<file path="src/rtl/lut_cell_pkg.sv">
// Package: shared constants and types for the lookup-table cell.
// Assumes the two mode bits sit directly above the table bits in the chain.
package lut_cell_pkg;
    localparam int MODE_BITS = 2;

    // Mode bits in chain order: ram_en is the highest chain bit
    typedef struct packed {
        logic ram_en;
        logic reg_out;
    } cell_mode_t;

    // Total configuration chain length for an address width
    function automatic int chain_len(input int aw);
        return (1 << aw) + MODE_BITS;
    endfunction
endpackage

</file>
<file path="src/rtl/lut_cfg_store.sv">
// Configuration storage: one shift chain that holds the table bits and
// the mode bits. Also takes user writes to the table bits in RAM mode.
// Assumes cfg_en has priority over user writes.
module lut_cfg_store
    import lut_cell_pkg::*;
#(
    parameter int AW = 4
) (
    input  logic                clk,
    input  logic                cfg_en,
    input  logic                cfg_din,
    output logic                cfg_dout,
    input  logic [AW-1:0]       addr,
    input  logic                wr_en,
    input  logic                wr_data,
    output logic [(1<<AW)-1:0]  table_o,
    output cell_mode_t          mode_o
);
    localparam int DEPTH = 1 << AW;
    localparam int CHAIN = chain_len(AW);

    logic [CHAIN-1:0] chain_q;
    logic             wr_ok;

    // A user write is allowed only in RAM mode and when configuration is idle
    assign wr_ok = !cfg_en && chain_q[CHAIN-1] && wr_en;

    // Shift the chain when configuring, otherwise apply a RAM write
    always_ff @(posedge clk) begin
        if (cfg_en) begin
            chain_q <= {chain_q[CHAIN-2:0], cfg_din};
        end else if (wr_ok) begin
            chain_q[addr] <= wr_data;
        end
    end

    // Split the chain into its fields
    assign table_o  = chain_q[DEPTH-1:0];
    assign mode_o   = cell_mode_t'(chain_q[CHAIN-1:DEPTH]);
    assign cfg_dout = chain_q[CHAIN-1];
endmodule

</file>
<file path="src/rtl/lut_sel.sv">
// Table read: a 2**AW-to-1 selector driven by the logic inputs.
// Purely combinational; input value k selects table bit k.
module lut_sel #(
    parameter int AW = 4
) (
    input  logic [(1<<AW)-1:0] table_i,
    input  logic [AW-1:0]      addr,
    output logic               bit_o
);
    // Select the addressed table entry
    assign bit_o = table_i[addr];
endmodule

</file>
<file path="src/rtl/lut_out_stage.sv">
// Output stage: optional flip-flop plus output selector.
// Assumes a synchronous active-low reset; holds the flip-flop and forces
// the output low while configuration is shifting.
module lut_out_stage (
    input  logic clk,
    input  logic rst_n,
    input  logic cfg_en,
    input  logic reg_out,
    input  logic d,
    output logic q
);
    logic ff_q;

    // Capture the table result unless reset or configuring
    always_ff @(posedge clk) begin
        if (!rst_n) begin
            ff_q <= 1'b0;
        end else if (!cfg_en) begin
            ff_q <= d;
        end
    end

    // Pick registered or direct result; output is low during configuration
    always_comb begin
        if (cfg_en) begin
            q = 1'b0;
        end else if (reg_out) begin
            q = ff_q;
        end else begin
            q = d;
        end
    end
endmodule

</file>
<file path="src/rtl/lut_cell.sv">
// Top: serially configured lookup-table logic cell with optional output
// flip-flop and a RAM mode. Assumes one clock for both configuration and
// user logic.
module lut_cell
    import lut_cell_pkg::*;
#(
    parameter int AW = 4
) (
    input  logic          clk,
    input  logic          rst_n,
    input  logic          cfg_en,
    input  logic          cfg_din,
    output logic          cfg_dout,
    input  logic [AW-1:0] lin,
    input  logic          wr_en,
    input  logic          wr_data,
    output logic          lout
);
    localparam int DEPTH = 1 << AW;

    logic [DEPTH-1:0] table_w;
    cell_mode_t       mode_w;
    logic             lut_bit;

    lut_cfg_store #(.AW(AW)) u_store (
        .clk      (clk),
        .cfg_en   (cfg_en),
        .cfg_din  (cfg_din),
        .cfg_dout (cfg_dout),
        .addr     (lin),
        .wr_en    (wr_en),
        .wr_data  (wr_data),
        .table_o  (table_w),
        .mode_o   (mode_w)
    );

    lut_sel #(.AW(AW)) u_sel (
        .table_i (table_w),
        .addr    (lin),
        .bit_o   (lut_bit)
    );

    lut_out_stage u_out (
        .clk     (clk),
        .rst_n   (rst_n),
        .cfg_en  (cfg_en),
        .reg_out (mode_w.reg_out),
        .d       (lut_bit),
        .q       (lout)
    );
endmodule

</file>
<file path="config.mk">
export PLATFORM = sky130hd
export DESIGN_NAME = lut_cell
export DESIGN_NICKNAME = d
export VERILOG_FILES = /design/src/rtl/lut_cell_pkg.sv /design/src/rtl/lut_cfg_store.sv /design/src/rtl/lut_sel.sv /design/src/rtl/lut_out_stage.sv /design/src/rtl/lut_cell.sv
export SDC_FILE = /design/constraint.sdc
export NUM_CORES = 1
export LEC_CHECK = 0
export BUFFER_PORTS_ARGS = -buffer_cell sky130_fd_sc_hd__buf_2
export CORE_MARGIN = 3
export CORE_UTILIZATION = 30
export DETAILED_ROUTE_END_ITERATION = 16
export GPL_TIMING_DRIVEN = 0
export PLACE_DENSITY = 0.58
export SLEW_MARGIN = 20
export SYNTH_ARGS = -nofsm -noshare
export SYNTH_HDL_FRONTEND = slang
export SYNTH_HIERARCHICAL = 1
export SYNTH_SLANG_ARGS = --single-unit
export TNS_END_PERCENT = 100
</file>
<file path="constraint.sdc">
create_clock -name clk -period 4.1 [get_ports clk]
set_input_delay 0.41 -clock clk [delete_from_list [all_inputs] [get_ports clk]]
set_output_delay 0.41 -clock clk [all_outputs]
set_load 0.01 [all_outputs]
</file>
==> results of run 1 <==
layout make-up:
cell class / instances / share of cell area (%)
multi-input combinational: 68 / 44.62
sequential: 19 / 38.89
buffer: 9 / 4.340
tap: 50 / 4.340
timing repair buffer: 11 / 3.819
clock buffer: 3 / 2.865
inverter: 3 / 0.7813
clock inverter: 1 / 0.3472
state kept, by name, indices dropped and copies added (netlist names):
signal           flops
u_store/chain_q     18
u_out/ff_q           1
power groups by stage:
stage                     Sequential, uW  Combinational [uW]  Clock [uW]
after CTS                            235                78.7         133
after global routing                 236                86.0         143
after detailed placement             239                78.3           0
final                                235                78.9         129
after global placement               238                76.2           0
after floorplan                      236                56.3           0
path summary, 6_finish.rpt:
check	end	slack, ns
max	lout	1.83
max reg2reg	u_out/ff_q	2.53
min	u_out/ff_q	0.39
min reg2reg	u_out/ff_q	0.56
stage by stage:
step | power, uW | cell area, um2 | std cells | util [%]
2_1_floorplan | 292.0 | 1277 | 99 | -
3_3_place_gp | 314.6 | 1395 | 160 | 34.38
3_5_place_dp | 317.3 | 1395 | 160 | 34.38
4_1_cts | 446.4 | 1441 | 164 | 35.52
5_1_grt | 464.7 | 1441 | 164 | 35.52
6_report | 442.3 | 1441 | 164 | 35.52
worst max-delay path, cell delays in order (launching register included):
cell and delay [ns]:
edfxtp_1 0.43, mux4_1 0.51, mux2i_1 0.18, mux2i_1 0.12, mux2i_1 0.16, nor2_1 0.06
buf_2 0.13
per-layer routing:
metal	wire, um	up-vias	share of wire [%]
li1	-	425	-
met1	1314	452	46
met2	1315	38	46
met3	198	4	6.9
met4	21	0	0.74
met5	0	-	0
==> results.toml, run 1 <==
[timing]
timing.final.ws_setup_ns = 1.834
final_hold_viol_count = 0
setup_viol = 0
fmax_ghz = 0.4413
holdWs_ns = 0.3919
relSlewSlack_pct = 82.12
rsz0062_at_grt = "no"
finalCritPeriodShare_pct = 55.26
fin_worst_skew_ns = 0.002473
worst_slew_pin_slew_ns = 0.2670
min_period_ns = 2.266
slew_viol_final = 0
tns_ns = 0

[synth]
yosysWarnings = 6
netlist_area_mm2 = 0.001277
synth_nets = 109
synthesis.instances = 99
synth.avg_cell_area_um2 = 12.90

[cells_and_area]
fill_cells = 399
area_growth_pct = 12.83
multi_input_area_um2 = 643.1
layout-drive-gt1-share_pct = 29.82
mostFrequentLayoutCells = "18 x edfxtp_1, 12 x buf_2, 12 x o21bai_1, 12 x a22o_1"
seqCellArea_um2 = 560.5
diodes = 0
finalNetCount = 125
mostFrequentLayoutCell = "edfxtp_1"

[critical_path]
startpoint = "u_store/chain_q[11]"
arrival_ns = 1.86
start_kind = "flop"
reg2reg_depth = 5
rr_startpoint = "u_store/chain_q[11]"
path_class = "flop to output pin"
required_ns = 3.69
crit_fanout = 2
critPathCaptureType = "output pin"

[clock_network]
clk_path_buf_depth = 2
cts_sinks = 19
post_cts_buffers = 0
cts_tree = "yes"
cts_inserted_buffers = 3
cts_max_level = 1
hold_buffers = 0
root_buffer = "clkbuf_8"
clk_pin_slew_worst_paths_ns = 0.07
cts_resized = 0
clkLatencyLatePin_ns = 0.25

[drt]
drt_pass1_iterations = 4
via_per_inst = 5.604
drcViolationCount = 0
via_count = 919
wirelength_um = 2850
ant_nets = 0
wl_per_cell_um = 17.38
drt-initial-drc-count = 128

[placement]
dpl_worst_slack_ns = 1.875
io_buffers = 11
dpl.hpwl_um = 2209
routabilityCongestion = 0.8671

[run_status]
status = "complete, no violations"

[min_path]
hold_class = "primary input to flop"
hp-start = "rst_n"
holdPathStages = 2

[job]
maxCapViolations = 0

[floorplan]
pin_count = 12
rows = 23
die_area_mm2 = 0.005077
core_area_mm2 = 0.004058
die_x_um = 71.26
dieHeight_um = 71.26
start_util_pct = 31.48

[pwr]
combPwrFrac_pct = 17.8
p_per_area_mw_per_mm2 = 306.9
clkPwrFrac_pct = 29.1
p_seq_share_pct = 53.0
ir_drop_uv = 125.6
leakagePower_uw = 0.0005640
swShare_pct = 24.74
cell_internal_pwr_uw = 332.9
switchingPower_uw = 109.5

[global_route]
grt_pass1_wl_um = 4767
grt_busiest_layer = "met2"
use_met3_pct = 2.945
grt_pass1_vias = 930
antenna_found_initial = 0
grt_usage_pct = 11.87
grtUsageMet1_pct = 17.07
grt_max_degree = 12
grt_use_met2_pct = 18.27
overflow = 0
(Power assumes the default switching activity.)
==> run 2, diff against run 1 <==
- ABC_AREA: unset -> 1
- clock period: 4.1 -> 2.1 ns (I/O delays scaled with it)
==> results.toml, run 2 <==
[clock_network]
clk_pin_slew_worst_paths_ns = 0.08
clk_path_buf_depth = 2
hold_buffers = 0
post_cts_buffers = 0
cts_sinks = 19
cts_resized = 0
root_buffer = "clkbuf_8"
cts_max_level = 1
cts_inserted_buffers = 3
cts_tree = "yes"
clkLatencyLatePin_ns = 0.26

[global_route]
use_met3_pct = 2.462
antenna_found_initial = 0
grt_busiest_layer = "met2"
grt_max_degree = 12
grt_pass1_vias = 1164
overflow = 0
grt_pass1_wl_um = 5623
grt_usage_pct = 13.56
grt_use_met2_pct = 21.05
grtUsageMet1_pct = 20.31

[min_path]
holdPathStages = 3
hp-start = "rst_n"
min_to = "u_out/ff_q"
hold_class = "primary input to flop"

[cells_and_area]
mostFrequentLayoutCells = "75 x nand2_1, 42 x nand3_1, 18 x edfxtp_1"
fill_cells = 430
largest_reg_flops = 18
finalNetCount = 215
fin_cells = 254
mostFrequentLayoutCell = "nand2_1"
area_growth_pct = 12.07
multi_input_area_um2 = 615.6
diodes = 0
largest_registers = "u_store/chain_q: 18 flops, u_out/ff_q: 1 flops"
fin_area_mm2 = 0.001521
layout-drive-gt1-share_pct = 23.53
seqCellArea_um2 = 560.5
regMostFlops = "u_store/chain_q"

[job]
maxCapViolations = 0

[floorplan]
rows = 23
dieHeight_um = 73.27
die_area_mm2 = 0.005368
die_x_um = 73.27
core_area_mm2 = 0.004173
pin_count = 12
start_util_pct = 32.53

[pwr]
leakagePower_uw = 0.0007630
cell_internal_pwr_uw = 633.0
combPwrFrac_pct = 18.9
ir_drop_uv = 510.4
p_per_area_mw_per_mm2 = 586.9
switchingPower_uw = 260.0
swShare_pct = 29.11
p_seq_share_pct = 51.2
clkPwrFrac_pct = 29.9

[drt]
drt-initial-drc-count = 50
drcViolationCount = 0
via_count = 1181
via_per_inst = 4.650
wl_per_cell_um = 12.81
wirelength_um = 3254
drt_pass1_iterations = 4
ant_nets = 0

[placement]
io_buffers = 11
dpl.hpwl_um = 2327
place_area_mm2 = 0.001475
routabilityCongestion = 0.8138
place_inst = 250

[critical_path]
r2r_slack_ns = 0.85
r2r_end = "u_store/chain_q[2]"
arrival_ns = 1.46
reg2reg_depth = 5
rr_startpoint = "u_store/chain_q[17]"
critPathCaptureType = "output pin"
path_class = "flop to output pin"
start_kind = "flop"
crit_fanout = 2
required_ns = 1.89

[timing]
slew_viol_final = 0
rsz0062_at_grt = "no"
tns_ns = 0
setup_viol = 0
min_period_ns = 1.672
fin_worst_skew_ns = 0.009477
fmax_ghz = 0.5981
finalCritPeriodShare_pct = 79.62
final_hold_viol_count = 0
worst_slew_pin_slew_ns = 0.3825
relSlewSlack_pct = 74.47

[synth]
synth.avg_cell_area_um2 = 7.183
synthesis.instances = 189
synth_nets = 199
yosysWarnings = 6
netlist_area_mm2 = 0.001358

[run_status]
status = "complete, no violations"
## run 2: area by class of cell
class | count | share of cell area, %
buffer | 7 | 4.276
clock buffer | 3 | 2.714
clock inverter | 1 | 0.3289
inverter | 29 | 7.648
multi-input combinational | 134 | 40.46
sequential | 19 | 36.84
tap | 50 | 4.112
timing repair buffer | 11 | 3.618
## run 2: worst max-delay path, cell delays in order (launching register included)
cell,delay [ns]
edfxtp_1,0.42
inv_1,0.08
nand2_1,0.04
nand3_1,0.07
nand3_1,0.10
nand3_1,0.10
nand2_1,0.07
nor2_1,0.15
nor2_2,0.05
buf_2,0.13
## run 2: worst max path at each step
| stage | cells past startpoint | to | startpoint | slack [ns] |
|---|---|---|---|---|
| after floorplan | 5 | u_store/chain_q[4] | u_store/chain_q[17] | 0.95 |
| after global routing | 9 | lout | u_store/chain_q[15] | 0.31 |
| after global placement | 12 | lout | lin[0] | 0.59 |
| after CTS | 9 | lout | u_store/chain_q[15] | 0.44 |
| final | 9 | lout | u_store/chain_q[15] | 0.43 |
| after detailed placement | 12 | lout | lin[0] | 0.58 |
## run 2: through the flow
stage | power (uW) | hold slack [ns] | setup WS [ns] | util (%)
6_report | 893.0 | 0.1773 | 0.4280 | 36.46
5_1_grt | 946.3 | 0.1971 | 0.3132 | 36.46
4_1_cts | 908.7 | 0.1745 | 0.4353 | 36.46
3_5_place_dp | 634.5 | 0.4506 | 0.5795 | 35.35
3_3_place_gp | 632.3 | 0.4467 | 0.5863 | 35.35
2_1_floorplan | 579.2 | 0.3447 | 0.9487 | -
## run 2: power by group through the flow
stage | sequential, uW | clock, uW | combinational [uW]
6_report | 457 | 267 | 169
4_1_cts | 457 | 282 | 169
5_1_grt | 460 | 292 | 194
3_3_place_gp | 465 | 0 | 167
2_1_floorplan | 462 | 0 | 117
3_5_place_dp | 466 | 0 | 169
## run 2: per-layer routing
layer / vias to the layer above / part of all wire [%]
met5: - / 0
met4: 0 / 0.31
met3: 2 / 3.2
met2: 18 / 42
met1: 537 / 55
li1: 624 / -
==> run 3, diff against run 2 <==
- clock period: 2.1 -> 1.55 ns (I/O delays scaled with it)
==> results.toml, run 3 (synthesized netlist as in run 2, its figures left out) <==
[run_status]
status = "complete, no violations"

[job]
maxCapViolations = 0

[floorplan]
core_area_mm2 = 0.004173
die_area_mm2 = 0.005368
dieHeight_um = 73.27
die_x_um = 73.27
start_util_pct = 32.53
rows = 23
pin_count = 12

[cells_and_area]
finalNetCount = 218
largest_reg_flops = 18
fin_cells = 257
fill_cells = 428
mostFrequentLayoutCells = "74 x nand2_1, 35 x nand3_1, 18 x edfxtp_1"
regMostFlops = "u_store/chain_q"
area_growth_pct = 16.68
diodes = 0
mostFrequentLayoutCell = "nand2_1"
layout-drive-gt1-share_pct = 28.99
fin_util_pct = 37.96
largest_registers = "u_store/chain_q: 18 flops, u_out/ff_q: 1 flops"

[critical_path]
r2r_slack_ns = 0.30
max_stage_delay_ns = 0.39
crit_chain = "inv_1, nand2_1, nand3_1, nand3_2, nand3_2, nand2_2, nor2_2, nor2_2, buf_2"
path_class = "flop to output pin"
start_kind = "flop"
required_ns = 1.39
crit_fanout = 2
r2r_end = "u_store/chain_q[2]"
cp_top_family = "simple AND/OR/NAND/NOR gates"
arrival_ns = 1.37
critPathCaptureType = "output pin"
reg2reg_depth = 5
rr_startpoint = "u_store/chain_q[17]"
crit_buf_inv = 2
cpMaxStageDelayCell = "edfxtp_1"

[clock_network]
cts_inserted_buffers = 3
clkLatencyLatePin_ns = 0.26
cts_sinks = 19
cts_tree = "yes"
clk_pin_slew_worst_paths_ns = 0.08
cts_max_level = 1
clk_path_buf_depth = 2
root_buffer = "clkbuf_8"

[drt]
via_per_inst = 4.630
drt-initial-drc-count = 50
via_count = 1190
wl_per_cell_um = 12.79
drt_pass1_iterations = 4
drcViolationCount = 0
ant_nets = 0
wirelength_um = 3286

[timing]
slew_viol_final = 0
fmax_ghz = 0.6569
final_hold_viol_count = 0
min_period_ns = 1.522
rsz0062_at_grt = "yes"
fin_worst_skew_ns = 0.009078
finalCritPeriodShare_pct = 98.22
tns_ns = 0
holdWs_ns = 0.1204
setup_viol = 0
worst_slew_pin_slew_ns = 0.3810
relSlewSlack_pct = 74.57

[pwr]
ir_drop_uv = 693.5
p_per_area_mw_per_mm2 = 776.2
power.total_uw = 1229
leakagePower_uw = 0.0007917

[min_path]
holdPathStages = 3
hp-start = "rst_n"
hold_class = "primary input to flop"
min_to = "u_out/ff_q"

[global_route]
overflow = 0
grt_pass1_vias = 1165
antenna_found_initial = 0
grt_usage_pct = 13.56
grt_max_degree = 12
grt_pass1_wl_um = 5623

[placement]
dpl.hpwl_um = 2327
routabilityCongestion = 0.8138
place_inst = 250
io_buffers = 11
==> run 3: area by class of cell <==
class	instances	area [um2]	area share (%)
inverter	29	116.4	7.346
clock buffer	3	41.29	2.607
buffer	7	65.06	4.107
sequential	19	560.5	35.39
multi-input combinational	134	655.6	41.39
timing repair buffer	14	77.57	4.897
clock inverter	1	5.005	0.3160
tap	50	62.56	3.949
==> run 3: power by group <==
group          total [uW]  internal (uW)  switching [uW]
clock network         362            179             183
logic                 250           88.0             162
registers             618            601            17.2
==> run 3: worst register-to-register path, cell delays in order, from the launching register on <==
cell,delay [ns]
edfxtp_1,0.35
nand2_1,0.06
inv_2,0.12
buf_2,0.26
nand3_1,0.11
nand2_1,0.08
==> run 3: worst max-delay path by stage <==
stage | slack [ns] | cells past startpoint | from | end
2_1_floorplan | 0.40 | 5 | u_store/chain_q[17] | u_store/chain_q[4]
3_3_place_gp | 0.15 | 12 | lin[0] | lout
3_5_place_dp | 0.14 | 12 | lin[0] | lout
4_1_cts | 0.007 | 9 | u_store/chain_q[14] | lout
5_1_grt | -0.08 | 9 | u_store/chain_q[2] | lout
6_report | 0.03 | 9 | u_store/chain_q[15] | lout
==> run 3: timing repair <==
item | 4_1_cts | 5_1_grt
hold buffers | 0 | 0
hold endpoints to repair | 0 | 0
setup buffers | 1 | 2
cloned | 0 | 0
setup endpoints to repair | 1 | 1
resized for setup | 1 | 8
pin swaps | 1 | 11
==> run 3: per-stage QoR <==
| step | setup slack [ns] | cell area [um2] |
|---|---|---|
| after global routing | -0.07873 | 1584 |
| after detailed placement | 0.1395 | 1475 |
| final | 0.02763 | 1584 |
| after global placement | 0.1463 | 1475 |
| after CTS | 0.007247 | 1531 |
| after floorplan | 0.3987 | 1358 |
==> run 3: layer usage <==
| metal | wire (um) | up-vias | part of all wire (%) | GRT usage (%) |
|---|---|---|---|---|
| li1 | - | 631 | - | - |
| met1 | 1807 | 539 | 55 | 20.31 |
| met2 | 1360 | 18 | 41 | 21.05 |
| met3 | 108 | 2 | 3.3 | 2.462 |
| met4 | 10 | 0 | 0.30 | 1.230 |
| met5 | 0 | - | 0 | 0 |
